==> src/rtl/nseq_pkg.sv <==
package nseq_pkg;

  localparam int TF_W    = 8;
  localparam int DL_W    = 4;
  localparam int DQ_W    = 16;
  localparam int CFG_W   = 4 * TF_W;
  localparam int SINCE_W = TF_W + 1;
  localparam int NBANK   = 2;

  localparam logic [TF_W-1:0] TF_RESET = 8'h0A;
  localparam logic [DL_W-1:0] DL_RESET = 4'hF;

  typedef enum logic [1:0] {
    K_CMD  = 2'd0,
    K_ADDR = 2'd1,
    K_DATA = 2'd2,
    K_DATB = 2'd3
  } kind_e;

  typedef enum logic [2:0] {
    PH_IDLE,
    PH_GAP,
    PH_SETUP,
    PH_WAIT,
    PH_HOLD
  } phase_e;

  typedef struct packed {
    logic [TF_W-1:0] hiz;
    logic [TF_W-1:0] hold;
    logic [TF_W-1:0] strobe;
    logic [TF_W-1:0] setup;
  } tim_t;

  function automatic logic [TF_W-1:0] min_one(input logic [TF_W-1:0] v);
    return (v == '0) ? TF_W'(1) : v;
  endfunction

  function automatic tim_t clamp_tim(input tim_t t);
    tim_t r;
    r        = t;
    r.setup  = min_one(t.setup);
    r.strobe = min_one(t.strobe);
    r.hold   = min_one(t.hold);
    return r;
  endfunction

endpackage

==> src/rtl/nseq_cfg.sv <==
module nseq_cfg
  import nseq_pkg::*;
(
  input  logic                        clk,
  input  logic                        rst,
  input  logic                        cfg_we,
  input  logic [1:0]                  cfg_addr,
  input  logic [CFG_W-1:0]            cfg_wdata,
  output logic [NBANK-1:0][CFG_W-1:0] bank_words,
  output logic                        wait_en,
  output logic                        wide,
  output logic [DL_W-1:0]             cle_dly,
  output logic [DL_W-1:0]             ale_dly,
  output logic                        glb_en,
  output logic                        bnk_en
);

  localparam logic [1:0] ADDR_CTRL = 2'd2;
  localparam logic [1:0] ADDR_EN   = 2'd3;

  logic [1:0] width_q;

  // one timing word per bank, selected by its own index
  for (genvar b = 0; b < NBANK; b++) begin : g_bank
    always_ff @(posedge clk) begin
      if (rst)
        bank_words[b] <= {4{TF_RESET}};
      else if (cfg_we && cfg_addr == 2'(b))
        bank_words[b] <= cfg_wdata;
    end
  end

  always_ff @(posedge clk) begin
    if (rst) begin
      wait_en <= 1'b0;
      width_q <= 2'd0;
      cle_dly <= DL_RESET;
      ale_dly <= DL_RESET;
      glb_en  <= 1'b0;
      bnk_en  <= 1'b0;
    end else if (cfg_we) begin
      if (cfg_addr == ADDR_CTRL) begin
        wait_en <= cfg_wdata[2];
        width_q <= cfg_wdata[5:4];
        cle_dly <= cfg_wdata[11:8];
        ale_dly <= cfg_wdata[15:12];
      end
      if (cfg_addr == ADDR_EN) begin
        glb_en <= cfg_wdata[0];
        bnk_en <= cfg_wdata[1];
      end
    end
  end

  assign wide = (width_q == 2'd1);

endmodule

==> src/rtl/nseq_fsm.sv <==
module nseq_fsm
  import nseq_pkg::*;
(
  input  logic               clk,
  input  logic               rst,
  input  logic               glb_en,
  input  logic               bnk_en,
  input  logic               wait_en,
  input  logic               wide_cfg,
  input  logic [DL_W-1:0]    cle_dly,
  input  logic [DL_W-1:0]    ale_dly,
  input  logic [CFG_W-1:0]   mem_word,
  input  logic [CFG_W-1:0]   att_word,
  input  logic               req_valid,
  input  logic [1:0]         req_kind,
  input  logic               req_write,
  input  logic               nwait,
  output logic               req_ready,
  output logic               accept,
  output logic               sample,
  output phase_e             phase_n,
  output kind_e              kind_n,
  output logic               write_n,
  output logic               wide_n,
  output tim_t               tim_n,
  output logic [TF_W-1:0]    cnt_n,
  output logic [SINCE_W-1:0] since_n
);

  localparam logic [SINCE_W-1:0] SINCE_MAX = '1;

  phase_e             phase_q;
  kind_e              kind_q, last_q, last_n;
  logic               write_q, wide_q;
  tim_t               tim_q;
  logic [TF_W-1:0]    cnt_q;
  logic [SINCE_W-1:0] since_q, since_inc;
  logic [DL_W-1:0]    gap_q, gap_n;
  logic               en_ok, req_data, need_gap, stall;

  assign en_ok     = glb_en & bnk_en;
  assign req_ready = (phase_q == PH_IDLE) && en_ok;
  assign req_data  = req_kind[1];
  assign need_gap  = req_data && !req_write && (last_q == K_CMD || last_q == K_ADDR);
  assign since_inc = (since_q == SINCE_MAX) ? since_q : since_q + 1'b1;
  assign stall     = wait_en && !nwait;

  always_comb begin
    phase_n = phase_q;
    kind_n  = kind_q;
    write_n = write_q;
    wide_n  = wide_q;
    tim_n   = tim_q;
    cnt_n   = cnt_q;
    since_n = since_q;
    gap_n   = gap_q;
    last_n  = last_q;
    accept  = 1'b0;
    sample  = 1'b0;
    unique case (phase_q)
      PH_IDLE: begin
        if (req_valid && en_ok) begin
          accept  = 1'b1;
          kind_n  = kind_e'(req_kind);
          write_n = req_data ? req_write : 1'b1;
          wide_n  = req_data & wide_cfg;
          tim_n   = clamp_tim(req_data ? mem_word : att_word);
          cnt_n   = '0;
          since_n = '0;
          gap_n   = (last_q == K_CMD) ? cle_dly : ale_dly;
          phase_n = need_gap ? PH_GAP : PH_SETUP;
        end
      end
      PH_GAP: begin
        if (cnt_q == TF_W'(gap_q)) begin
          phase_n = PH_SETUP;
          cnt_n   = '0;
          since_n = '0;
        end else begin
          cnt_n = cnt_q + 1'b1;
        end
      end
      PH_SETUP: begin
        since_n = since_inc;
        if (cnt_q == tim_q.setup - 1'b1) begin
          phase_n = PH_WAIT;
          cnt_n   = '0;
        end else begin
          cnt_n = cnt_q + 1'b1;
        end
      end
      PH_WAIT: begin
        since_n = since_inc;
        if (cnt_q == tim_q.strobe - 1'b1) begin
          if (!stall) begin
            sample  = 1'b1;
            phase_n = PH_HOLD;
            cnt_n   = '0;
          end
        end else begin
          cnt_n = cnt_q + 1'b1;
        end
      end
      PH_HOLD: begin
        since_n = since_inc;
        if (cnt_q == tim_q.hold - 1'b1) begin
          phase_n = PH_IDLE;
          last_n  = kind_q;
        end else begin
          cnt_n = cnt_q + 1'b1;
        end
      end
      default: phase_n = PH_IDLE;
    endcase
  end

  always_ff @(posedge clk) begin
    if (rst) begin
      phase_q <= PH_IDLE;
      kind_q  <= K_DATA;
      last_q  <= K_DATA;
      write_q <= 1'b0;
      wide_q  <= 1'b0;
      tim_q   <= '0;
      cnt_q   <= '0;
      since_q <= '0;
      gap_q   <= '0;
    end else begin
      phase_q <= phase_n;
      kind_q  <= kind_n;
      last_q  <= last_n;
      write_q <= write_n;
      wide_q  <= wide_n;
      tim_q   <= tim_n;
      cnt_q   <= cnt_n;
      since_q <= since_n;
      gap_q   <= gap_n;
    end
  end

  // a busy line seen in the last strobe cycle keeps the strobe phase
  p_stretch_r7: assert property (@(posedge clk) disable iff (rst)
    (phase_q == PH_WAIT && cnt_q == tim_q.strobe - 1'b1 && wait_en && !nwait)
      |=> (phase_q == PH_WAIT));

  // the turnaround gap precedes data reads only
  p_gap_reads_only_r10: assert property (@(posedge clk) disable iff (rst)
    (phase_q == PH_GAP) |-> (kind_q[1] && !write_q));

  // a disabled block stays idle
  p_blocked_r2: assert property (@(posedge clk) disable iff (rst)
    (phase_q == PH_IDLE && !(glb_en && bnk_en)) |=> (phase_q == PH_IDLE));

endmodule

==> src/rtl/nseq_pins.sv <==
module nseq_pins
  import nseq_pkg::*;
(
  input  logic               clk,
  input  logic               rst,
  input  phase_e             phase_n,
  input  kind_e              kind_n,
  input  logic               write_n,
  input  logic               wide_n,
  input  tim_t               tim_n,
  input  logic [TF_W-1:0]    cnt_n,
  input  logic [SINCE_W-1:0] since_n,
  input  logic               accept,
  input  logic               sample,
  input  logic [DQ_W-1:0]    req_wdata,
  input  logic [DQ_W-1:0]    dq_in,
  output logic               nce,
  output logic               cle,
  output logic               ale,
  output logic               nwe,
  output logic               nre,
  output logic               dq_oe,
  output logic [DQ_W-1:0]    dq_out,
  output logic [DQ_W-1:0]    rd_data,
  output logic               done
);

  localparam int NBYTE = DQ_W / 8;

  logic [DQ_W-1:0] lane_mask;
  logic            active_n, strobe_n, oe_due;

  // lane 0 always carries data, upper lanes only in wide transfers
  for (genvar b = 0; b < NBYTE; b++) begin : g_lane
    if (b == 0) begin : g_low
      assign lane_mask[7:0] = 8'hFF;
    end else begin : g_high
      assign lane_mask[b*8 +: 8] = {8{wide_n}};
    end
  end

  assign active_n = (phase_n == PH_SETUP) || (phase_n == PH_WAIT) || (phase_n == PH_HOLD);
  assign strobe_n = (phase_n == PH_WAIT);
  assign oe_due   = since_n >= ({1'b0, tim_n.hiz} + 1'b1);

  always_ff @(posedge clk) begin
    if (rst) begin
      nce     <= 1'b1;
      cle     <= 1'b0;
      ale     <= 1'b0;
      nwe     <= 1'b1;
      nre     <= 1'b1;
      dq_oe   <= 1'b0;
      dq_out  <= '0;
      rd_data <= '0;
      done    <= 1'b0;
    end else begin
      nce   <= !active_n;
      cle   <= active_n && (kind_n == K_CMD);
      ale   <= active_n && (kind_n == K_ADDR);
      nwe   <= !(strobe_n && write_n);
      nre   <= !(strobe_n && !write_n);
      dq_oe <= active_n && write_n && oe_due;
      done  <= (phase_n == PH_HOLD) && (cnt_n == tim_n.hold - 1'b1);
      if (accept)
        dq_out <= req_wdata & lane_mask;
      if (sample)
        rd_data <= dq_in & lane_mask;
    end
  end

  // never both strobes
  p_one_strobe_r5: assert property (@(posedge clk) disable iff (rst)
    !(!nwe && !nre));

  // strobes only inside chip enable
  p_strobe_under_ce_r5: assert property (@(posedge clk) disable iff (rst)
    (!nwe || !nre) |-> !nce);

  // latch enables are exclusive
  p_cle_ale_excl_r4: assert property (@(posedge clk) disable iff (rst)
    !(cle && ale));

  // the bus is driven only under chip enable with no read strobe
  p_oe_under_ce_r6: assert property (@(posedge clk) disable iff (rst)
    dq_oe |-> (!nce && nre));

  // done is a single-cycle pulse
  p_done_pulse_r11: assert property (@(posedge clk) disable iff (rst)
    done |=> !done);

endmodule

==> src/rtl/nand_strobe_seq.sv <==
module nand_strobe_seq
  import nseq_pkg::*;
(
  input  logic             clk,
  input  logic             rst,
  input  logic             cfg_we,
  input  logic [1:0]       cfg_addr,
  input  logic [CFG_W-1:0] cfg_wdata,
  input  logic             req_valid,
  input  logic [1:0]       req_kind,
  input  logic             req_write,
  input  logic [DQ_W-1:0]  req_wdata,
  output logic             req_ready,
  output logic             nce,
  output logic             cle,
  output logic             ale,
  output logic             nwe,
  output logic             nre,
  output logic             dq_oe,
  output logic [DQ_W-1:0]  dq_out,
  input  logic [DQ_W-1:0]  dq_in,
  input  logic             nwait,
  output logic [DQ_W-1:0]  rd_data,
  output logic             done
);

  logic [NBANK-1:0][CFG_W-1:0] bank_words;
  logic                        wait_en, wide, glb_en, bnk_en;
  logic [DL_W-1:0]             cle_dly, ale_dly;
  logic                        accept, sample, write_n, wide_n;
  phase_e                      phase_n;
  kind_e                       kind_n;
  tim_t                        tim_n;
  logic [TF_W-1:0]             cnt_n;
  logic [SINCE_W-1:0]          since_n;

  nseq_cfg u_cfg (
    .clk        (clk),
    .rst        (rst),
    .cfg_we     (cfg_we),
    .cfg_addr   (cfg_addr),
    .cfg_wdata  (cfg_wdata),
    .bank_words (bank_words),
    .wait_en    (wait_en),
    .wide       (wide),
    .cle_dly    (cle_dly),
    .ale_dly    (ale_dly),
    .glb_en     (glb_en),
    .bnk_en     (bnk_en)
  );

  nseq_fsm u_fsm (
    .clk       (clk),
    .rst       (rst),
    .glb_en    (glb_en),
    .bnk_en    (bnk_en),
    .wait_en   (wait_en),
    .wide_cfg  (wide),
    .cle_dly   (cle_dly),
    .ale_dly   (ale_dly),
    .mem_word  (bank_words[0]),
    .att_word  (bank_words[1]),
    .req_valid (req_valid),
    .req_kind  (req_kind),
    .req_write (req_write),
    .nwait     (nwait),
    .req_ready (req_ready),
    .accept    (accept),
    .sample    (sample),
    .phase_n   (phase_n),
    .kind_n    (kind_n),
    .write_n   (write_n),
    .wide_n    (wide_n),
    .tim_n     (tim_n),
    .cnt_n     (cnt_n),
    .since_n   (since_n)
  );

  nseq_pins u_pins (
    .clk       (clk),
    .rst       (rst),
    .phase_n   (phase_n),
    .kind_n    (kind_n),
    .write_n   (write_n),
    .wide_n    (wide_n),
    .tim_n     (tim_n),
    .cnt_n     (cnt_n),
    .since_n   (since_n),
    .accept    (accept),
    .sample    (sample),
    .req_wdata (req_wdata),
    .dq_in     (dq_in),
    .nce       (nce),
    .cle       (cle),
    .ale       (ale),
    .nwe       (nwe),
    .nre       (nre),
    .dq_oe     (dq_oe),
    .dq_out    (dq_out),
    .rd_data   (rd_data),
    .done      (done)
  );

endmodule

==> config.mk <==
export PLATFORM = sky130hd
export DESIGN_NAME = nand_strobe_seq
export DESIGN_NICKNAME = d
export VERILOG_FILES = /design/src/rtl/nseq_pkg.sv /design/src/rtl/nseq_cfg.sv /design/src/rtl/nseq_fsm.sv /design/src/rtl/nseq_pins.sv /design/src/rtl/nand_strobe_seq.sv
export SDC_FILE = /design/constraint.sdc
export NUM_CORES = 1
export LEC_CHECK = 0
export BUFFER_PORTS_ARGS = -buffer_cell sky130_fd_sc_hd__buf_4
export CELL_PAD_IN_SITES_DETAIL_PLACEMENT = 0
export CELL_PAD_IN_SITES_GLOBAL_PLACEMENT = 1
export CORE_ASPECT_RATIO = 0.7
export CORE_MARGIN = 3
export CORE_UTILIZATION = 45
export CTS_CLUSTER_SIZE = 8
export DETAILED_ROUTE_END_ITERATION = 16
export HOLD_SLACK_MARGIN = 0.1
export PLACE_DENSITY_LB_ADDON = 0.1
export SLEW_MARGIN = 0
export SYNTH_ARGS = -nofsm -noshare
export SYNTH_HDL_FRONTEND = slang
export SYNTH_SLANG_ARGS = --single-unit
==> constraint.sdc <==
create_clock -name clk -period 7.3 [get_ports clk]
set_input_delay 0.365 -clock clk [delete_from_list [all_inputs] [get_ports clk]]
set_output_delay 0.365 -clock clk [all_outputs]
set_load 0.02 [all_outputs]
# Yosys cells after proc, flatten, opt, wreduce, memory -nomap -nowiden
# Index checks and enable logic that the tools add are counted.
[classes]
add_sub_neg = 7
order_cmp = 1
eq_ne = 19
n_mux = 38
bitwise_logic = 4
reduce_logical = 35
[op_table]
columns = ["operator", "count"]
rows = [
  ["32-bit 2-to-1 mux", 3],
  ["8-bit 2-to-1 mux", 9],
  ["8-bit one-hot mux with 5 select lines", 1],
  ["16-bit AND", 2],
  ["8-bit == test", 4],
  ["8-bit by 1-bit subtractor with 8-bit output, second input constant", 4],
  ["9-bit 2-to-1 mux", 3],
  ["9-bit one-hot mux with 3 select lines", 1],
  ["8-bit logical NOT", 3],
  ["3-bit 2-to-1 mux", 6],
  ["3-bit one-hot mux with 5 select lines", 1],
  ["1-bit logical AND", 14],
  ["3-bit by 2-bit == test with 1-bit output, second input constant", 4],
  ["1-bit 2-to-1 mux", 10],
  ["8-bit by 1-bit adder with 9-bit output, second input constant", 1],
  ["9-bit by 1-bit adder with 9-bit output, second input constant", 1],
  ["9-bit == test, second input constant", 1],
  ["9-bit >= comparator", 1],
  ["8-bit by 1-bit adder with 8-bit output, second input constant", 1],
  ["2-bit by 1-bit == test with 1-bit output, second input constant", 4],
  ["8-bit by 4-bit == test with 1-bit output", 1],
  ["2-bit AND reduction", 4],
  ["3-bit == test, second input constant", 2],
  ["1-bit logical NOT", 6],
  ["other kinds (9)", 17],
]
[word_totals]
register_bits = 178
in_bits = 74
out_inout_bits = 40
elab_cells = 133

# Depth between registers and ports, before layout
# Gate-level depths: netlist of run 1.
[depth]
word_depth = 11
depth_mapped = 21
ltp_nobuf = 18

# Modules after synthesis
# Synthesis of run 1 repeated with hierarchy kept, for this count alone.
[hier_totals]
hier_cells = 1051
hier_area_um2 = 9339.0
[modules_own_cells]
columns = ["module", "instances", "cells_per_inst", "area_per_inst_um2", "seq_area_each_um2"]
rows = [
  ["nseq_fsm", 1, 534, 4264.1, 1241.2],
  ["nseq_cfg", 1, 297, 3138.0, 1541.5],
  ["nseq_pins", 1, 220, 1936.9, 780.7],
]

# Worst setup path after synthesis of run 1
# Ideal clock, no wire load.
[synth_path]
path_kind = "input to register"
start = "input req_kind[1]"
end = "register u_pins.dq_oe"
setup_ns = 0.132
t_arrival_ns = 3.850
t_required_ns = 7.168
setup_slack_ns = 3.318
path_stages = 19
path_buffers = 3
cell_sequence = "clkbuf_1 clkbuf_1 buf_1 mux2i_1 nor2_1 a21oi_1 inv_1 ha_1 inv_1 ha_1 a21o_1 a21o_1 a21o_1 a21o_1 a21o_1 a21o_1 a21o_1 a21oi_1 nor4_1"
[synth_rtl]
columns = ["item", "line", "source"]
rows = [
  ["from (decl)", "nand_strobe_seq.sv:10", "input logic [1:0] req_kind,"],
  ["to (signal assigned)", "nseq_pins.sv:63", "dq_oe <= active_n && write_n && oe_due;"],
  ["to (decl)", "nseq_pins.sv:22", "output logic dq_oe,"],
]

# Final worst setup path of run 1
[layout_path]
start = "register u_fsm.cnt_q[2]"
end = "register u_pins.dq_oe"
[layout_between]
elab_chain_cells = 8
word_cells_on_any_way = 19
cone_classes = "1 x order compare; 7 x eq/ne; 7 x mux; 4 x reduce/logical"
[layout_rtl]
columns = ["item", "line", "source"]
rows = [
  ["from (decl)", "nseq_fsm.sv:36", "logic [TF_W-1:0] cnt_q;"],
  ["from (signal assigned)", "nseq_fsm.sv:135", "cnt_q <= cnt_n;"],
  ["parallel branches: the longest is 7 deep, another holds 9-bit >= comparator", "--", ""],
  ["1-bit logical AND *", "nseq_pins.sv:63", ""],
]
# Every way passes the cells marked *.
# A chain may end at the register's enable or synchronous reset.

==> metrics.md, run 1 <==
| Metric | Value |
|---|---|
| Drt drc | 0 |
| Worst Path Buf+Inv | 0 |
| CTS max path bufs | 2 |
| Top_reg_cell synth | dfxtp_1 |
| Fill count | 1789 |
| Starting Density | 46.7% |
| Leakage | 0.00404 µW |
| Routed wire length | 23600 µm |
| Area contributors post-synth | dfxtp_1, nand2_1, a21oi_1 |
| Design Area, Final | 10100 µm² |
| RSZ-0062 raised after global routing | no |
| Antenna violations before repair | 0 |
| Width of the die | 171 µm |
| Crit. End Element | flop |
| DR vias/cell | 5.43 |
| Mapped Avg Cell Area | 8.01 µm² |
| Layout cells sized above 1 | 14.7% |
| Clock Skews | 11.4 ps |
| DRT iter0 DRCs | 769 |
| Largest net degree at the start of global routing | 88 |
| Fin. max-slew vios | 0 |
| Setup total negative slack | 0 ps |
| Mapped Area | 8570 µm² |
| Yosys reg bits | 178 |
| CP most frequent cell | a21o_1 |
| Area Growth Syn to Fin | 17.9% |
| Maximum vdd drop | 0.000112 V |
| Core area | 18400 µm² |
| Total grt overflow | 0 |
| Tcrit/Tclk final | 57.9% |
| CP max FO | 15 |
| Setup violators final | 0 |
| Synth Instances | 1070 |
| Hold/Removal Path Class | in -> reg |
| Final hold violations | 0 |
| Crit-path max cell delay | 770 ps |
| Clk root buf | clkbuf_16 |
| First-pass GRT wire length | 37700 µm |
| CTS tree | yes |
| Vias in the first global route | 6896 |
| H-tree levels | 4 |
| ANT cells | 0 |
| Worst-skew pair later-pin latency | 440 ps |
| Gr usage total | 23.2% |
| Yosys cell types | 65 |
| Post-synth top area share | 41.6% |
| Fin crit period | 4230 ps |
| Startpoint Class | flop |
| Relative slew slack | 28.9% |
| TritonRoute pass-1 iters | 6 |
| Yosys warning total | 0 |
| Hold Buf Count CTS | 0 |
| Via Count | 7525 |
| Post_cts resized | 0 |
| Most common cell after layout, fill and taps aside | nand2_1 |
| I/O pin total | 114 |
| Total clock sinks | 178 |
| CP required | 7580 ps |
| Pwr/cell area | 203 nW/µm² |
| F_max | 237 MHz |
| Setup bufs post-CTS | 0 |
| Std-Cell Rows | 41 |
| # nets final | 1228 |
| GP Congestion | 0.847 |
| Sequential cell area fraction in the yosys report | 41.6% |
| Worst Path Arrival | 4510 ps |
| Max cap viols | 0 |
| Die Y | 121 µm |
| Area after DPL | 9510 µm² |
| Most frequent cells in the layout | nand2_1, dfxtp_1, buf_4 |
| Worst path cell trace | xnor2_1, nand2_1, nor4_1, nor4_1, nor2_1, o21ai_0, mux2i_1, ha_1, nand2b_1, a21o_1, a21o_1, a21o_1, a21o_1, a21o_1, a21o_1, a21o_1, a21oi_1, nor4_1 |
| Hpwl dp | 16800 µm |
| Synth async-reset ratio | 0% |
| Antenna-violating nets left | 0 |
| Tightest Pin Transition | 1050 ps |
| Crit-path slowest cell | nor4_1 |
| CTS clk-pin slew, worst paths | 70 ps |
| Synth area leader | dfxtp_1 |
| Post-DR wirelength/cell | 17.0 µm |
| Die area | 20800 µm² |
| CTS Buf Count | 17 |
| Setup CP Type | reg -> reg |
| Syn Nets | 1160 |
| I/O Buffers | 113 |
| EDFF count, synth | 0 |
| Crit path max-delay family | compound AO/OA/AOI/OAI gates |
| Status | completed |
logic make-up after synthesis:
kind of cell / after synthesis / synth area share, %
xor gates and xnor gates: 50 / 5.11
AOI/OAI and AO/OA: 212 / 14.9
buffers and inverters: 82 / 3.64
muxes: 47 / 5.65
DFF: 178 / 41.6
adders and majority gates: 17 / 2.45
and+or+nand+nor: 484 / 26.6
registers in the layout (all words and copies together) (netlist names), 2 cells and up:
name / count
u_fsm.since_q: 9
u_cfg.cle_dly: 4
u_cfg.width_q: 2
u_fsm.gap_q: 4
u_fsm.last_q: 2
u_fsm.cnt_q: 8
u_pins.dq_out: 16
u_fsm.tim_q: 32
u_fsm.phase_q: 3
u_pins.rd_data: 16
u_fsm.kind_q: 2
u_cfg.bank_words: 64
u_cfg.ale_dly: 4
Yosys cell counts, drive strengths merged (12+ instances only):
cell type and count:
nand3 20, a21oi 112, inv 12, nor3 18, nand2 216, o21ai 27, dfxtp 178, xnor2 30
nand3b 28, clkbuf 59, xor2 20, ha 16, mux2i 46, nor2b 19, nor2 107, a211oi 18
nor4 13
final cells by class:
class	count	area (µm²)	share of cell area [%]
Sequential cell	178	3560	35.3
Inverter	12	45.0	0.446
Clock inverter	13	143	1.41
Multi-Input combinational cell	810	4710	46.6
Clock buffer	19	453	4.48
Timing Repair Buffer	119	893	8.84
Tap cell	236	295	2.92
stage by stage:
step | worst slack [ps] | cells | hold WS (ps) | power (µW) | util (%)
2_1_floorplan | 3320 | 1070 | 431 | 1080 | -
3_3_place_gp | 3230 | 1355 | 442 | 1140 | 51.8
3_5_place_dp | 3120 | 1355 | 448 | 1140 | 51.8
4_1_cts | 3090 | 1387 | 132 | 2060 | 55.0
5_1_grt | 2650 | 1387 | 137 | 2120 | 55.0
6_report | 3070 | 1387 | 141 | 2050 | 55.0
worst reg2reg max path, delay by kind of cell, from the launching register on:
family	cells	cell delay, ps
compound gates	9	1470
xor+xnor	1	130
fa+ha+maj	1	290
flops	1	710
mux	1	160
simple gates	6	1320
power breakdown:
group | internal [µW] | leakage [µW] | switching [µW]
combinational | 52.8 | 0.00231 | 68.4
clock | 502 | 0.000286 | 427
sequential | 987 | 0.00144 | 11.8
total | 1540 | 0.00404 | 507
metal layers:
metal | GRT usage, % | share of wire [%] | up-vias
li1 | - | - | 3826
met1 | 38.3 | 54 | 3490
met2 | 30.1 | 39 | 193
met3 | 4.88 | 5.9 | 16
met4 | 4.97 | 0.81 | 0
met5 | 0 | 0 | -
worst paths after layout:
check,slack (ps),from,cells after the start,end
worst max-delay path,3070,u_fsm.cnt_q[2],18,u_pins.dq_oe
worst min-delay path,140,cfg_wdata[27],3,u_cfg.bank_words[59]
worst max register to register,3070,u_fsm.cnt_q[2],18,u_pins.dq_oe
worst min register to register,450,u_pins.dq_out[14],2,u_pins.dq_out[14]
Note: power is estimated with default switching activity, not from simulation.
==> run 2: changes to the inputs <==
--- a/config.mk
+++ b/config.mk
@@ -5,12 +5,13 @@
 export SDC_FILE = /design/constraint.sdc
 export NUM_CORES = 1
 export LEC_CHECK = 0
+export ABC_AREA = 1
 export BUFFER_PORTS_ARGS = -buffer_cell sky130_fd_sc_hd__buf_4
 export CELL_PAD_IN_SITES_DETAIL_PLACEMENT = 0
 export CELL_PAD_IN_SITES_GLOBAL_PLACEMENT = 1
 export CORE_ASPECT_RATIO = 0.7
 export CORE_MARGIN = 3
-export CORE_UTILIZATION = 45
+export CORE_UTILIZATION = 37
 export CTS_CLUSTER_SIZE = 8
 export DETAILED_ROUTE_END_ITERATION = 16
 export HOLD_SLACK_MARGIN = 0.1
==> constraint.sdc (replaced) <==
create_clock -name clk -period 3.75 [get_ports clk]
set_input_delay 0.1875 -clock clk [delete_from_list [all_inputs] [get_ports clk]]
set_output_delay 0.1875 -clock clk [all_outputs]
set_load 0.02 [all_outputs]
==> metrics.md, run 2 <==
| Metric | Value |
|---|---|
| Most frequent cells in the layout | nand2_1, nor2_1, dfxtp_1 |
| Hold/Removal Path Class | in -> reg |
| Clk root buf | clkbuf_16 |
| DR vias/cell | 4.86 (-10%) |
| Setup violators final | 0 (unchanged) |
| Crit. End Element | flop |
| Total clock sinks | 178 (unchanged) |
| Gr usage total | 21.4% (-1.8 points) |
| Most common cell after layout, fill and taps aside | nand2_1 |
| Die area | 26300 µm² (+27%) |
| Yosys warning total | 0 (unchanged) |
| Status | completed |
| Total grt overflow | 0 (unchanged) |
| Top cells by instance count after synthesis | nand2_1, nor2_1, dfxtp_1 |
| Hold Path Depth | 3 (unchanged) |
| Largest net degree at the start of global routing | 81 (-8.0%) |
| First-pass GRT wire length | 44100 µm (+17%) |
| Top_reg_cell synth | dfxtp_1 |
| Pre-CTS worst setup slack | 595 ps (-2520 ps) |
| Cells on worst reg2reg path | 18 (unchanged) |
| ANT cells | 0 (unchanged) |
| Width of the die | 193 µm (+13%) |
| Synth async-reset ratio | 0% (unchanged) |
| CTS tree | yes |
| Worst R2R Setup Slack | 530 ps (-2540 ps) |
| Sequential cell area fraction in the yosys report | 39.5% (-2.1 points) |
| # nets final | 1584 (+29%) |
| Mapped Avg Cell Area | 6.72 µm² (-16%) |
| Synth area leader | dfxtp_1 |
| Register with the highest flop count | u_cfg.bank_words |
| F_max | 311 MHz (+31%) |
| Via Count | 8867 (+18%) |
| EDFF count, synth | 0 (unchanged) |
| Relative slew slack | 52.8% (+24 points) |
| Antenna violations before repair | 0 (unchanged) |
| Starting Density | 37.9% (-8.8 points) |
| Area of the multi-input gates | 4670 µm² (-0.90%) |
| Setup CP Type | reg -> reg |
| Post-synth top area share | 39.5% (-2.1 points) |
| Worst Path Arrival | 3540 ps (-970 ps) |
| Mapped Area | 9020 µm² (+5.3%) |
| I/O pin total | 114 (unchanged) |
| Hpwl dp | 19600 µm (+17%) |
| Area Growth Syn to Fin | 25.7% |
| Yosys reg bits | 178 (unchanged) |
| Fill count | 2476 (+38%) |
| Biggest regs | u_cfg.bank_words: 64 flops, u_fsm.tim_q: 32 flops |
| Cell with the most instances after synthesis | nand2_1 |
| Critical R2R Launch | u_fsm.since_q[0] |
| Tightest Pin Transition | 700 ps (-352 ps) |
| DRT iter0 DRCs | 615 (-20%) |
| Pwr/cell area | 359 nW/µm² (+77%) |
| Post-DR wirelength/cell | 15.1 µm (-12%) |
| Largest register FFs | 64 (unchanged) |
| Critical path capture point | u_pins.dq_oe |
| Syn Nets | 1433 (+24%) |
| Antenna-violating nets left | 0 (unchanged) |
| Fin. max-slew vios | 0 (unchanged) |
| GP Congestion | 0.874 (+3.1%) |
| Final setup margin | 531 ps (-2540 ps) |
| Synth Instances | 1343 (+26%) |
| CP max FO | 6 (-9) |
| Std-Cell Rows | 47 (+15%) |
| Core area | 23800 µm² (+30%) |
| Post-layout util | 47.6% (-7.4 points) |
| Clock Skews | 9.14 ps (-2.24 ps) |
| Layout cells sized above 1 | 12.5% (-2.1 points) |
| Area contributors post-synth | dfxtp_1, nand2_1, nor2_1 |
| RSZ-0062 raised after global routing | no |
| Drt drc | 0 (unchanged) |
| Worst-skew pair later-pin latency | 430 ps (about the same) |
| Worst setup path start | u_fsm.since_q[0] |
| Routed wire length | 27500 µm (+16%) |
| Die Y | 137 µm (+12%) |
| Tcrit/Tclk final | 85.8% (+28 points) |
| PnR Total Power | 4070 µW (+99%) |
| Final hold violations | 0 (unchanged) |
| H-tree levels | 4 (unchanged) |
| Post_cts resized | 0 (unchanged) |
| CTS max path bufs | 2 (unchanged) |
| Setup bufs post-CTS | 0 (unchanged) |
| CTS Buf Count | 17 (unchanged) |
| Leakage | 0.00524 µW (+30%) |
| I/O Buffers | 113 (unchanged) |
| Maximum vdd drop | 0.000335 V (+200%) |
| Reg area | 3560 µm² (unchanged) |
| CTS clk-pin slew, worst paths | 60 ps (about the same) |
| Max cap viols | 0 (unchanged) |
| Vias in the first global route | 8129 (+18%) |
| Hold Buf Count CTS | 64 (+64) |
| Setup total negative slack | 0 ps (unchanged) |
| TritonRoute pass-1 iters | 5 (-1) |
| Startpoint Class | flop |
| R2r endpoint | u_pins.dq_oe |
| CP required | 4070 ps (-3510 ps) |
| Yosys cell types | 40 (-38%) |
| Fin crit period | 3220 ps (-1010 ps) |
==> run 2: routing by layer <==
metal | up-vias | GRT usage, % | wire length, µm
met5 | - | 0 | 0
met4 | 0 | 4.73 | 210
met3 | 17 | 3.61 | 1250
met2 | 181 | 32.4 | 11700
met1 | 4037 | 31.9 | 14300
li1 | 4632 | - | -
==> run 2: how the worst min path moves through the flow <==
| stage | to | startpoint | slack (ps) |
|---|---|---|---|
| CTS | u_cfg.glb_en | cfg_we | 160 |
| detailed placement | u_cfg.bank_words[3] | cfg_wdata[3] | 410 |
| global route | u_cfg.glb_en | cfg_we | 180 |
| finish | u_cfg.glb_en | cfg_we | 170 |
| floorplan | u_fsm.write_q | rst | 270 |
| global placement | u_cfg.bank_words[3] | cfg_wdata[3] | 410 |
==> run 2: logic make-up (layout without fill, tap and decap cells) <==
family                   count (synthesis)  count (layout)  synth area share (%)
AND/OR/NAND/NOR                        673             673                  31.3
AO/OA/AOI/OAI                          240             240                  14.6
adder cells (fa/ha/maj)                 16              16                  2.22
flip-flops                             178             178                  39.5
buffers and inverters                  199             363                  8.81
XOR/XNOR                                37              37                  3.59
==> run 2: worst max-delay path, cell delays in order (launching register included) <==
cell      delay, ps
dfxtp_1         380
ha_1            230
nand2_1          70
nor3_1          350
nand3_1         120
nor2_1          330
inv_1           180
nand3_1         110
a22oi_1         110
ha_1            340
a21oi_1         150
o211ai_1        110
nand3_1          80
nand2_1          60
nand3_1          60
nand2_1          60
a21oi_1         130
nor2_1           60
o211a_1         190
==> run 2: area by class of cell <==
| class | instances | share of cell area, % |
|---|---|---|
| multi-input combinational | 966 | 41.2 |
| sequential | 178 | 31.4 |
| timing repair buffer | 193 | 14.3 |
| inverter | 138 | 4.57 |
| clock buffer | 19 | 3.82 |
| tap | 318 | 3.51 |
| clock inverter | 13 | 1.21 |
==> run 2: metrics by stage <==
stage / hold slack, ps / cells / cell area (µm²)
6_report: 171 / 1825 / 11300
5_1_grt: 178 / 1825 / 11300
4_1_cts: 163 / 1825 / 11300
3_5_place_dp: 414 / 1729 / 10100
3_3_place_gp: 410 / 1729 / 10100
2_1_floorplan: 271 / 1343 / 9020
==> run 2: where the power goes <==
part	total [µW]	switching [µW]	leakage (µW)	internal [µW]
registers	1960	19.4	0.00144	1940
clock network	1760	782	0.000273	981
logic	355	197	0.00352	158
total	4070	998	0.00524	3080
